[src/rtl/pbw_pkg.sv]
package pbw_pkg;
   localparam int PBW_WAIT_W = 2;

   typedef enum logic [1:0] {
      PH_IDLE  = 2'd0,
      PH_SETUP = 2'd1,
      PH_DATA  = 2'd2,
      PH_DONE  = 2'd3
   } pbw_phase_e;

   typedef struct packed {
      logic [PBW_WAIT_W-1:0] data_w;
      logic [PBW_WAIT_W-1:0] setup_w;
   } pbw_wait_t;
endpackage

[src/rtl/pbw_wait_cfg.sv]
module pbw_wait_cfg
   import pbw_pkg::*;
#(
   parameter int WAIT_W = PBW_WAIT_W
) (
   input  logic              clk,
   input  logic              rst_n,
   input  logic              we,
   input  logic [2*WAIT_W-1:0] wdata,
   output pbw_wait_t         cfg
);
   initial begin
      assert (WAIT_W == PBW_WAIT_W)
         else $error("wait field width must match package");
   end

   always_ff @(posedge clk) begin
      if (!rst_n)  cfg <= '0;
      else if (we) cfg <= pbw_wait_t'(wdata);
   end
endmodule

[src/rtl/pbw_window_dec.sv]
module pbw_window_dec #(
   parameter int            AW       = 8,
   parameter int            FIX_LOG2 = 4,
   parameter logic [AW-1:0] FIX_BASE = '0,
   parameter bit            POST_EN  = 1'b1
) (
   input  logic [AW-FIX_LOG2-1:0] tag,
   input  logic                   is_write,
   output logic                   in_fixed,
   output logic                   posted
);
   localparam logic [AW-FIX_LOG2-1:0] BASE_TAG = FIX_BASE[AW-1:FIX_LOG2];

   initial begin
      assert (FIX_LOG2 > 0 && FIX_LOG2 < AW)
         else $error("fixed window size must be inside the address space");
   end

   assign in_fixed = (tag == BASE_TAG);

   generate
      if (POST_EN) begin : g_post
         assign posted = is_write && !in_fixed;
      end else begin : g_block
         assign posted = 1'b0;
      end
   endgenerate
endmodule

[src/rtl/pbw_seq.sv]
module pbw_seq
   import pbw_pkg::*;
(
   input  logic       clk,
   input  logic       rst_n,
   input  logic       start,
   input  pbw_wait_t  cfg,
   input  logic       cpu,
   output pbw_phase_e phase,
   output logic       data_last,
   output logic       done_last
);
   logic [PBW_WAIT_W-1:0] cnt;
   logic [PBW_WAIT_W-1:0] data_q;
   logic                  cpu_q;

   always_ff @(posedge clk) begin
      if (!rst_n) begin
         phase  <= PH_IDLE;
         cnt    <= '0;
         data_q <= '0;
         cpu_q  <= 1'b0;
      end else begin
         unique case (phase)
            PH_IDLE: if (start) begin
               phase  <= PH_SETUP;
               cnt    <= cfg.setup_w;
               data_q <= cfg.data_w;
               cpu_q  <= cpu;
            end
            PH_SETUP: if (cnt == '0) begin
               phase <= PH_DATA;
               cnt   <= data_q;
            end else begin
               cnt <= cnt - 1'b1;
            end
            PH_DATA: if (cnt == '0) begin
               phase <= PH_DONE;
               cnt   <= cpu_q ? PBW_WAIT_W'(1) : '0;
            end else begin
               cnt <= cnt - 1'b1;
            end
            PH_DONE: if (cnt == '0) begin
               phase <= PH_IDLE;
            end else begin
               cnt <= cnt - 1'b1;
            end
            default: phase <= PH_IDLE;
         endcase
      end
   end

   assign data_last = (phase == PH_DATA) && (cnt == '0);
   assign done_last = (phase == PH_DONE) && (cnt == '0);

   // the data phase is only ever entered from setup or itself
   a_r5_data_after_setup: assert property (@(posedge clk) disable iff (!rst_n)
      (phase == PH_DATA) |-> ($past(phase) == PH_SETUP || $past(phase) == PH_DATA));
   // completion is only reached from the data phase
   a_r6_done_after_data: assert property (@(posedge clk) disable iff (!rst_n)
      (phase == PH_DONE && $past(phase) != PH_DONE) |-> $past(phase) == PH_DATA);
endmodule

[src/rtl/pbus_wait_bridge.sv]
module pbus_wait_bridge
   import pbw_pkg::*;
#(
   parameter int            AW       = 8,
   parameter int            DW       = 16,
   parameter int            WAIT_W   = 2,
   parameter int            FIX_LOG2 = 4,
   parameter logic [AW-1:0] FIX_BASE = '0,
   parameter bit            POST_EN  = 1'b1
) (
   input  logic                clk,
   input  logic                rst_n,
   input  logic                req_valid,
   input  logic [AW-1:0]       req_addr,
   input  logic                req_write,
   input  logic [DW-1:0]       req_wdata,
   input  logic                req_master,
   output logic                req_ready,
   output logic [DW-1:0]       rsp_rdata,
   input  logic                cfg_we,
   input  logic [2*WAIT_W-1:0] cfg_wdata,
   output logic                busy,
   output logic                pb_sel,
   output logic                pb_strobe,
   output logic [AW-1:0]       pb_addr,
   output logic                pb_write,
   output logic [DW-1:0]       pb_wdata,
   input  logic [DW-1:0]       pb_rdata
);
   initial begin
      assert (DW > 0 && AW > 1) else $error("bad bus widths");
   end

   pbw_wait_t  cfg;
   pbw_phase_e phase;
   logic       data_last, done_last;
   logic       in_fixed, posted_req, accept;
   logic       lat_posted;
   logic [DW-1:0] rdata_q;

   pbw_wait_cfg #(.WAIT_W(WAIT_W)) u_cfg (
      .clk(clk), .rst_n(rst_n), .we(cfg_we), .wdata(cfg_wdata), .cfg(cfg));

   pbw_window_dec #(.AW(AW), .FIX_LOG2(FIX_LOG2), .FIX_BASE(FIX_BASE), .POST_EN(POST_EN)) u_dec (
      .tag(req_addr[AW-1:FIX_LOG2]), .is_write(req_write),
      .in_fixed(in_fixed), .posted(posted_req));

   assign accept = (phase == PH_IDLE) && req_valid;

   pbw_seq u_seq (
      .clk(clk), .rst_n(rst_n), .start(accept), .cfg(cfg), .cpu(req_master),
      .phase(phase), .data_last(data_last), .done_last(done_last));

   always_ff @(posedge clk) begin
      if (!rst_n) begin
         pb_addr    <= '0;
         pb_write   <= 1'b0;
         pb_wdata   <= '0;
         lat_posted <= 1'b0;
         rdata_q    <= '0;
      end else begin
         if (accept) begin
            pb_addr    <= req_addr;
            pb_write   <= req_write;
            pb_wdata   <= req_wdata;
            lat_posted <= posted_req;
         end
         if (data_last) rdata_q <= pb_rdata;
      end
   end

   assign pb_sel    = (phase == PH_SETUP) || (phase == PH_DATA);
   assign pb_strobe = (phase == PH_DATA);
   assign busy      = lat_posted && (phase != PH_IDLE);
   assign rsp_rdata = rdata_q;
   assign req_ready = req_valid &&
                      ((accept && posted_req) || (done_last && !lat_posted));

   // a posted handshake leaves the bridge busy on the next cycle
   a_r3_posted_sets_busy: assert property (@(posedge clk) disable iff (!rst_n)
      (req_valid && req_ready && posted_req) |=> busy);
   // no handshake while a posted write is still outstanding
   a_r4_no_ready_while_busy: assert property (@(posedge clk) disable iff (!rst_n)
      busy |-> !req_ready);
   // a blocking handshake only after the register bus is released
   a_r1_block_after_bus: assert property (@(posedge clk) disable iff (!rst_n)
      (req_ready && !posted_req) |-> !pb_sel);
   // the address is held for the whole transaction
   a_r5_addr_stable: assert property (@(posedge clk) disable iff (!rst_n)
      pb_sel |=> (!pb_sel || $stable(pb_addr)));
   // a transaction always opens with a setup cycle
   a_r5_setup_first: assert property (@(posedge clk) disable iff (!rst_n)
      $rose(pb_sel) |-> !pb_strobe);
endmodule

[config.mk]
export PLATFORM = sky130hd
export DESIGN_NAME = pbus_wait_bridge
export DESIGN_NICKNAME = d
export VERILOG_FILES = /design/src/rtl/pbw_pkg.sv /design/src/rtl/pbw_wait_cfg.sv /design/src/rtl/pbw_window_dec.sv /design/src/rtl/pbw_seq.sv /design/src/rtl/pbus_wait_bridge.sv
export SDC_FILE = /design/constraint.sdc
export NUM_CORES = 1
export LEC_CHECK = 0
export CAP_MARGIN = 10
export CORE_ASPECT_RATIO = 1.5
export CORE_MARGIN = 2
export CORE_UTILIZATION = 30
export CTS_CLUSTER_SIZE = 25
export DETAILED_ROUTE_END_ITERATION = 10
export GPL_TIMING_DRIVEN = 1
export SLEW_MARGIN = 20
export SYNTH_ARGS = -nofsm -noshare
export SYNTH_HDL_FRONTEND = slang
export SYNTH_SLANG_ARGS = --single-unit
[constraint.sdc]
create_clock -name clk -period 3.35 [get_ports clk]
set_input_delay 1.005 -clock clk [delete_from_list [all_inputs] [get_ports clk]]
set_output_delay 1.005 -clock clk [all_outputs]
set_load 0.005 [all_outputs]
==> results.json, run 1 <==
{
  "status": "complete, no violations",
  "worstMarginPinSlew_ns": 0.529,
  "avgSynthCellArea_um2": 8.45,
  "wl_um": 5340,
  "grt_pass1_wl_um": 8500,
  "r2r_slack_ns": 1.58,
  "cpPeakStageDelay_ns": 0.37,
  "num_antenna_cells": 0,
  "holdWs_ns": 0.465,
  "synthTopCellsByCount": "nand2_1 (97), dfxtp_1 (53), a21boi_0 (44)",
  "vdd_drop_max_mv": 0.296,
  "nets": 410,
  "cts-root-buf": "clkbuf_8",
  "p_leak_nw": 1.22,
  "drc_errors": 0,
  "yosys_warnings": 0,
  "synth.most_common_cell": "nand2_1",
  "synth_seq_cells": 53,
  "mappedNetlistArea_um2": 2210,
  "synth.distinct_cells": 26,
  "die_h_um": 109,
  "drive_gt1_frac": 0.0369,
  "p_sw_frac": 0.320,
  "boundaryPins": 95,
  "layout_min_cycle_time_ns": 3.22,
  "first_global_vias": 1830,
  "cts_made_buffers": 5,
  "place_hpwl_um": 3780,
  "ys_top_cells_by_area": "dfxtp_1 (48%), nand2_1 (16%), a21boi_0 (15%), ha_1 (5.1%), clkbuf_1 (1.9%)",
  "routedWlPerCell_um": 11.8,
  "core-area_um2": 7180,
  "fin_skew_ns": 0.00343,
  "post-place-ws_ns": -0.404,
  "pwr-share-comb": 0.376,
  "synth_top_area_cell": "dfxtp_1",
  "endpoint_kind": "output pin",
  "die_x_um": 74.2,
  "antenna_found_initial": 0,
  "port-buffer-count": 94,
  "drv_slew": 0,
  "crit_path_cell_trace": "dlygate4sd2_1 -> o41ai_2 -> buf_4 -> o22ai_1 -> and2_1 -> clkdlybuf4s15_1",
  "syn_to_final_growth_pct": 50.1,
  "start_util": 0.308,
  "seqPwrFrac": 0.435,
  "reg2reg_depth": 6,
  "r2r_end": "pb_addr[4]",
  "worstPathRequired_ns": 2.34,
  "power_mw": 1.86,
  "internal_power_mw": 1.27,
  "fp.dieArea_um2": 8100,
  "fin_crit_sh": 0.961,
  "grt_max_degree": 56,
  "hold_class": "flip-flop to flip-flop",
  "power.density_nw_per_um2": 561,
  "critPathSlowestCell": "o41ai_2",
  "cts_tree": "built",
  "start_kind": "input pin",
  "synth_fp_nets": 321,
  "layout_setup_ws_ns": 0.131,
  "rsz0062_at_grt": "false",
  "worst_ep_arrival_time_ns": 2.21,
  "clock-sinks": 53,
  "gr-total-overflow": 0,
  "syn-instance-count": 262,
  "post_drt_via_cell_ratio": 4.37,
  "slew_headroom": 0.646,
  "synth-edff-count": 0,
  "vias": 1975,
  "ant_nets": 0,
  "grt_use_total": 0.134,
  "timing.fmax_ghz": 0.311,
  "max-cap-violations": 0,
  "hold_path_depth": 2,
  "r2r_start": "u_seq.phase[0]",
  "worst-setup-path-type": "input pin to output pin",
  "synth-main-ff-cell": "dfxtp_1",
  "clockBufferDepth": 2,
  "worstSetupEndpoint": "req_ready",
  "clkLatencyLatePin_ns": 0.30,
  "power_frac_clock": 0.189,
  "path_clk_slew_ns": 0.09,
  "cp_max_fo": 2,
  "h-tree-depth": 2,
  "synthArstFlopShare": 0,
  "fp-row-count": 38,
  "p_sw_uw": 597,
  "firstDrtPassIters": 4,
  "yosysTopAreaCellShare": 0.479,
  "setup_violations": 0,
  "cp-startpoint": "req_addr[7]",
  "holdBufCountCts": 0,
  "drtIter0Drc": 52,
  "synth_seq_area_share": 0.479,
  "place.gp.congestion": 0.782,
  "hold_violations": 0
}
## state kept, by name (all words and copies together) (netlist names)
| register | flops |
|---|---|
| lat_posted | 1 |
| pb_addr | 8 |
| pb_wdata | 16 |
| pb_write | 1 |
| rsp_rdata | 16 |
| u_cfg.cfg | 4 |
| u_seq.cnt | 2 |
| u_seq.cpu_q | 1 |
| u_seq.data_q | 2 |
| u_seq.phase | 2 |
## stage by stage
stage,utilization,instances,setup TNS (ns),cell area [um2]
after floorplan,-,262,0,2210
after global placement,0.451,444,-0.444,3240
after detailed placement,0.451,444,-0.404,3240
after CTS,0.463,452,0,3320
after global routing,0.463,452,0,3320
final,0.463,452,0,3320
## critical path: cells and delay by family
| kind | cells | cell delay, ns |
|---|---|---|
| buf+inv | 3 | 0.62 |
| compound gates | 2 | 0.43 |
| simple gates | 1 | 0.15 |
## cell type report
class                           instances  area [um2]
Multi-Input combinational cell        186        1060
Tap cell                              100         125
Fill cell                             713        3850
Inverter                                7        26.3
Sequential cell                        53        1060
Clock inverter                          1        7.51
Clock buffer                            7        76.3
Timing Repair Buffer                   98         966
## how the worst min path moves through the flow
| stage | slack [ns] | from | end |
|---|---|---|---|
| detailed placement | 0.46 | pb_wdata[15] | pb_wdata[15] |
| global placement | 0.45 | u_cfg.cfg[2] | u_seq.data_q[0] |
| CTS | 0.47 | pb_wdata[15] | pb_wdata[15] |
| finish | 0.46 | pb_wdata[15] | pb_wdata[15] |
| floorplan | 0.44 | u_cfg.cfg[3] | u_seq.data_q[1] |
| global route | 0.49 | pb_wdata[6] | pb_wdata[6] |
## logic make-up after synthesis
| logic type | share of synthesized area |
|---|---|
| multiplexers | 0.0181 |
| flip-flops | 0.479 |
| AND/OR/NAND/NOR | 0.207 |
| buffers and inverters | 0.0446 |
| adder cells (fa/ha/maj) | 0.0508 |
| AO/OA/AOI/OAI | 0.201 |
## power groups by stage
stage               registers [mW]  logic (mW)  clock network, mW
global placement             0.821       0.709                  0
global route                 0.826       0.793              0.394
finish                       0.811       0.700              0.353
CTS                          0.812       0.716              0.375
detailed placement           0.826       0.715                  0
floorplan                    0.828       0.356                  0
## metal layers
metal / GRT usage / routed length, um
met1: 0.148 / 2230
met2: 0.240 / 2710
met3: 0.0323 / 315
met4: 0.0506 / 83
met5: 0 / 0
## placed cells by master, fill, tap and decap left out, drive strengths merged, types with 2 or more instances in the layout
cell type,count
nand2,97
clkdlybuf4s50,89
dfxtp,53
a21boi,44
ha,9
inv,7
clkbuf,7
nor2b,5
o21ai,5
mux2i,4
dlygate4sd2,4
buf,4
and2,4
o22ai,3
a21oi,3
nand3,2
## timing repair
item	4_1_cts	5_1_grt
setup buffers	0	0
pin swaps	1	1
endpoints found under the setup margin	1	1
gates resized for setup	6	1
(Power assumes the default switching activity.)
==> run 2: changes to the inputs <==
--- a/config.mk
+++ b/config.mk
@@ -8,10 +8,11 @@
 export CAP_MARGIN = 10
 export CORE_ASPECT_RATIO = 1.5
 export CORE_MARGIN = 2
-export CORE_UTILIZATION = 30
+export CORE_UTILIZATION = 45
 export CTS_CLUSTER_SIZE = 25
 export DETAILED_ROUTE_END_ITERATION = 10
 export GPL_TIMING_DRIVEN = 1
+export PLACE_DENSITY = 0.84
 export SLEW_MARGIN = 20
 export SYNTH_ARGS = -nofsm -noshare
 export SYNTH_HDL_FRONTEND = slang
==> run 2 against run 1 <==
  * Maximum frequency decreased by 0.82%
  * First-iteration DRC count increased by 7.7%
  * Sequential power about the same
  * Largest cell class unchanged
  * Non-clock buffer count unchanged
==> results.json, run 2 (synthesized netlist as in run 1, its figures left out) <==
{
  "nets": 410,
  "boundaryPins": 95,
  "drtIter0Drc": 56,
  "setup_violations": 0,
  "fin_crit_sh": 0.969,
  "cts_made_buffers": 5,
  "fin_skew_ns": 0.00816,
  "cts_setup_buffers": 0,
  "firstDrtPassIters": 4,
  "power_mw": 1.89,
  "gr-total-overflow": 0,
  "num_antenna_cells": 0,
  "p_leak_nw": 1.24,
  "syn_to_final_growth_pct": 49.1,
  "num-fill-cells": 415,
  "clockBufferDepth": 2,
  "crit_buf_inv": 3,
  "h-tree-depth": 2,
  "layout_setup_ws_ns": 0.105,
  "r2r_start": "u_seq.phase[1]",
  "holdWs_ns": 0.465,
  "antenna_found_initial": 0,
  "grt_use_total": 0.191,
  "worstMarginPinSlew_ns": 0.548,
  "worst-setup-path-type": "input pin to output pin",
  "cp_max_fo": 2,
  "holdBufCountCts": 0,
  "die_x_um": 61.3,
  "first_global_vias": 1904,
  "timing.fmax_ghz": 0.308,
  "layout_min_cycle_time_ns": 3.24,
  "final_cell_mix": "nand2_1 (97), clkdlybuf4s50_1 (89), dfxtp_1 (53)",
  "vias": 1988,
  "grt_max_degree": 56,
  "finalInstanceArea_um2": 3300,
  "fp-row-count": 31,
  "start_kind": "input pin",
  "place.gp.congestion": 0.741,
  "worst_ep_arrival_time_ns": 2.24,
  "hold_class": "flip-flop to flip-flop",
  "drive_gt1_frac": 0.0426,
  "wl_met1_um": 1960,
  "cts_tree": "built",
  "port-buffer-count": 94,
  "clock-sinks": 53,
  "max-cap-violations": 0,
  "final_common_cell": "nand2_1",
  "wl_met3_um": 338,
  "drc_errors": 0,
  "grt_pass1_wl_um": 8300,
  "path_clk_slew_ns": 0.08,
  "crit_path_cell_trace": "dlygate4sd2_1 -> o41ai_2 -> buf_4 -> o22ai_1 -> and2_1 -> dlygate4sd2_1",
  "dpl_cell_area_um2": 3200,
  "setup-tns-final_ns": 0,
  "critical_path.most_common_cell": "dlygate4sd2_1",
  "core-area_um2": 4770,
  "place_hpwl_um": 3700,
  "post_drt_via_cell_ratio": 4.76,
  "met2_length_um": 2650,
  "r2r_slack_ns": 1.52,
  "drv_slew": 0,
  "fp.dieArea_um2": 5510,
  "r2r_end": "pb_addr[6]",
  "start_util": 0.464,
  "crit_family": "buffers and inverters",
  "worstPathRequired_ns": 2.34,
  "critPathSlowestCell": "o41ai_2",
  "cpPeakStageDelay_ns": 0.34,
  "ant_nets": 0,
  "clkLatencyLatePin_ns": 0.30,
  "cts-root-buf": "clkbuf_8",
  "post-place-ws_ns": -0.332,
  "endpoint_kind": "output pin",
  "rsz0062_at_grt": "false",
  "hold_end": "rsp_rdata[5]",
  "worstHoldStart": "rsp_rdata[5]",
  "die_h_um": 89.9,
  "reg2reg_depth": 6,
  "vdd_drop_max_mv": 0.369,
  "slew_headroom": 0.634,
  "hold_violations": 0,
  "routedWlPerCell_um": 12.0,
  "hold_path_depth": 2,
  "wl_um": 5000,
  "topRoutingLayerUsed": "met4",
  "power.density_nw_per_um2": 573,
  "status": "complete, no violations"
}
==> run 2: cell types whose count changed in the layout (fill, tap and decap cells not counted), sizes merged <==
cell	previous run	this run
clkdlybuf4s15	1	0
clkinv	0	1
clkinvlp	1	0
dlymetal6s2s	0	1
==> run 2: worst max path at each step <==
| stage | slack [ns] | endpoint | start | cells after the start |
|---|---|---|---|---|
| 2_1_floorplan | 0.69 | req_ready | req_addr[7] | 3 |
| 3_3_place_gp | -0.39 | req_ready | req_addr[7] | 6 |
| 3_5_place_dp | -0.33 | req_ready | req_addr[7] | 6 |
| 4_1_cts | 0.04 | req_ready | req_addr[7] | 6 |
| 5_1_grt | 0.03 | req_ready | req_addr[6] | 6 |
| 6_report | 0.11 | req_ready | req_addr[6] | 6 |
==> run 2: through the flow <==
| stage | instances | utilization |
|---|---|---|
| after floorplan | 262 | - |
| after CTS | 418 | 0.692 |
| after global routing | 418 | 0.692 |
| final | 418 | 0.692 |
| after global placement | 410 | 0.670 |
| after detailed placement | 410 | 0.670 |
==> run 2: what timing repair did <==
item	4_1_cts	5_1_grt
pin swaps	1	1
resized for setup	5	1
gates cloned	0	0
endpoints found under the setup margin	1	1
==> run 2: cell type report <==
type,count,area (um2),area share
clock inverter,1,5.00,0.00152
timing repair buffer,98,968,0.293
tap,66,82.6,0.0250
clock buffer,7,96.3,0.0292
multi-input combinational,186,1060,0.322
inverter,7,26.3,0.00796
sequential,53,1060,0.321
==> run 2: power by group <==
part / switching, mW / internal (mW)
registers: 0.0678 / 0.746
logic: 0.323 / 0.373
clock network: 0.195 / 0.187
==> run 2: worst reg2reg max path, delay by kind of cell (launching register included) <==
kind	cells	cell delay [ns]
AND/OR/NAND/NOR	2	0.50
AO/OA/AOI/OAI	1	0.18
flip-flops	1	0.43
adder cells (fa/ha/maj)	1	0.23
buffers and inverters	2	0.42
==> run 2: per-layer routing <==
metal	track usage	vias to the layer above
li1	-	1026
met5	0	-
met4	0.0616	0
met2	0.345	63
met3	0.0504	4
met1	0.203	895
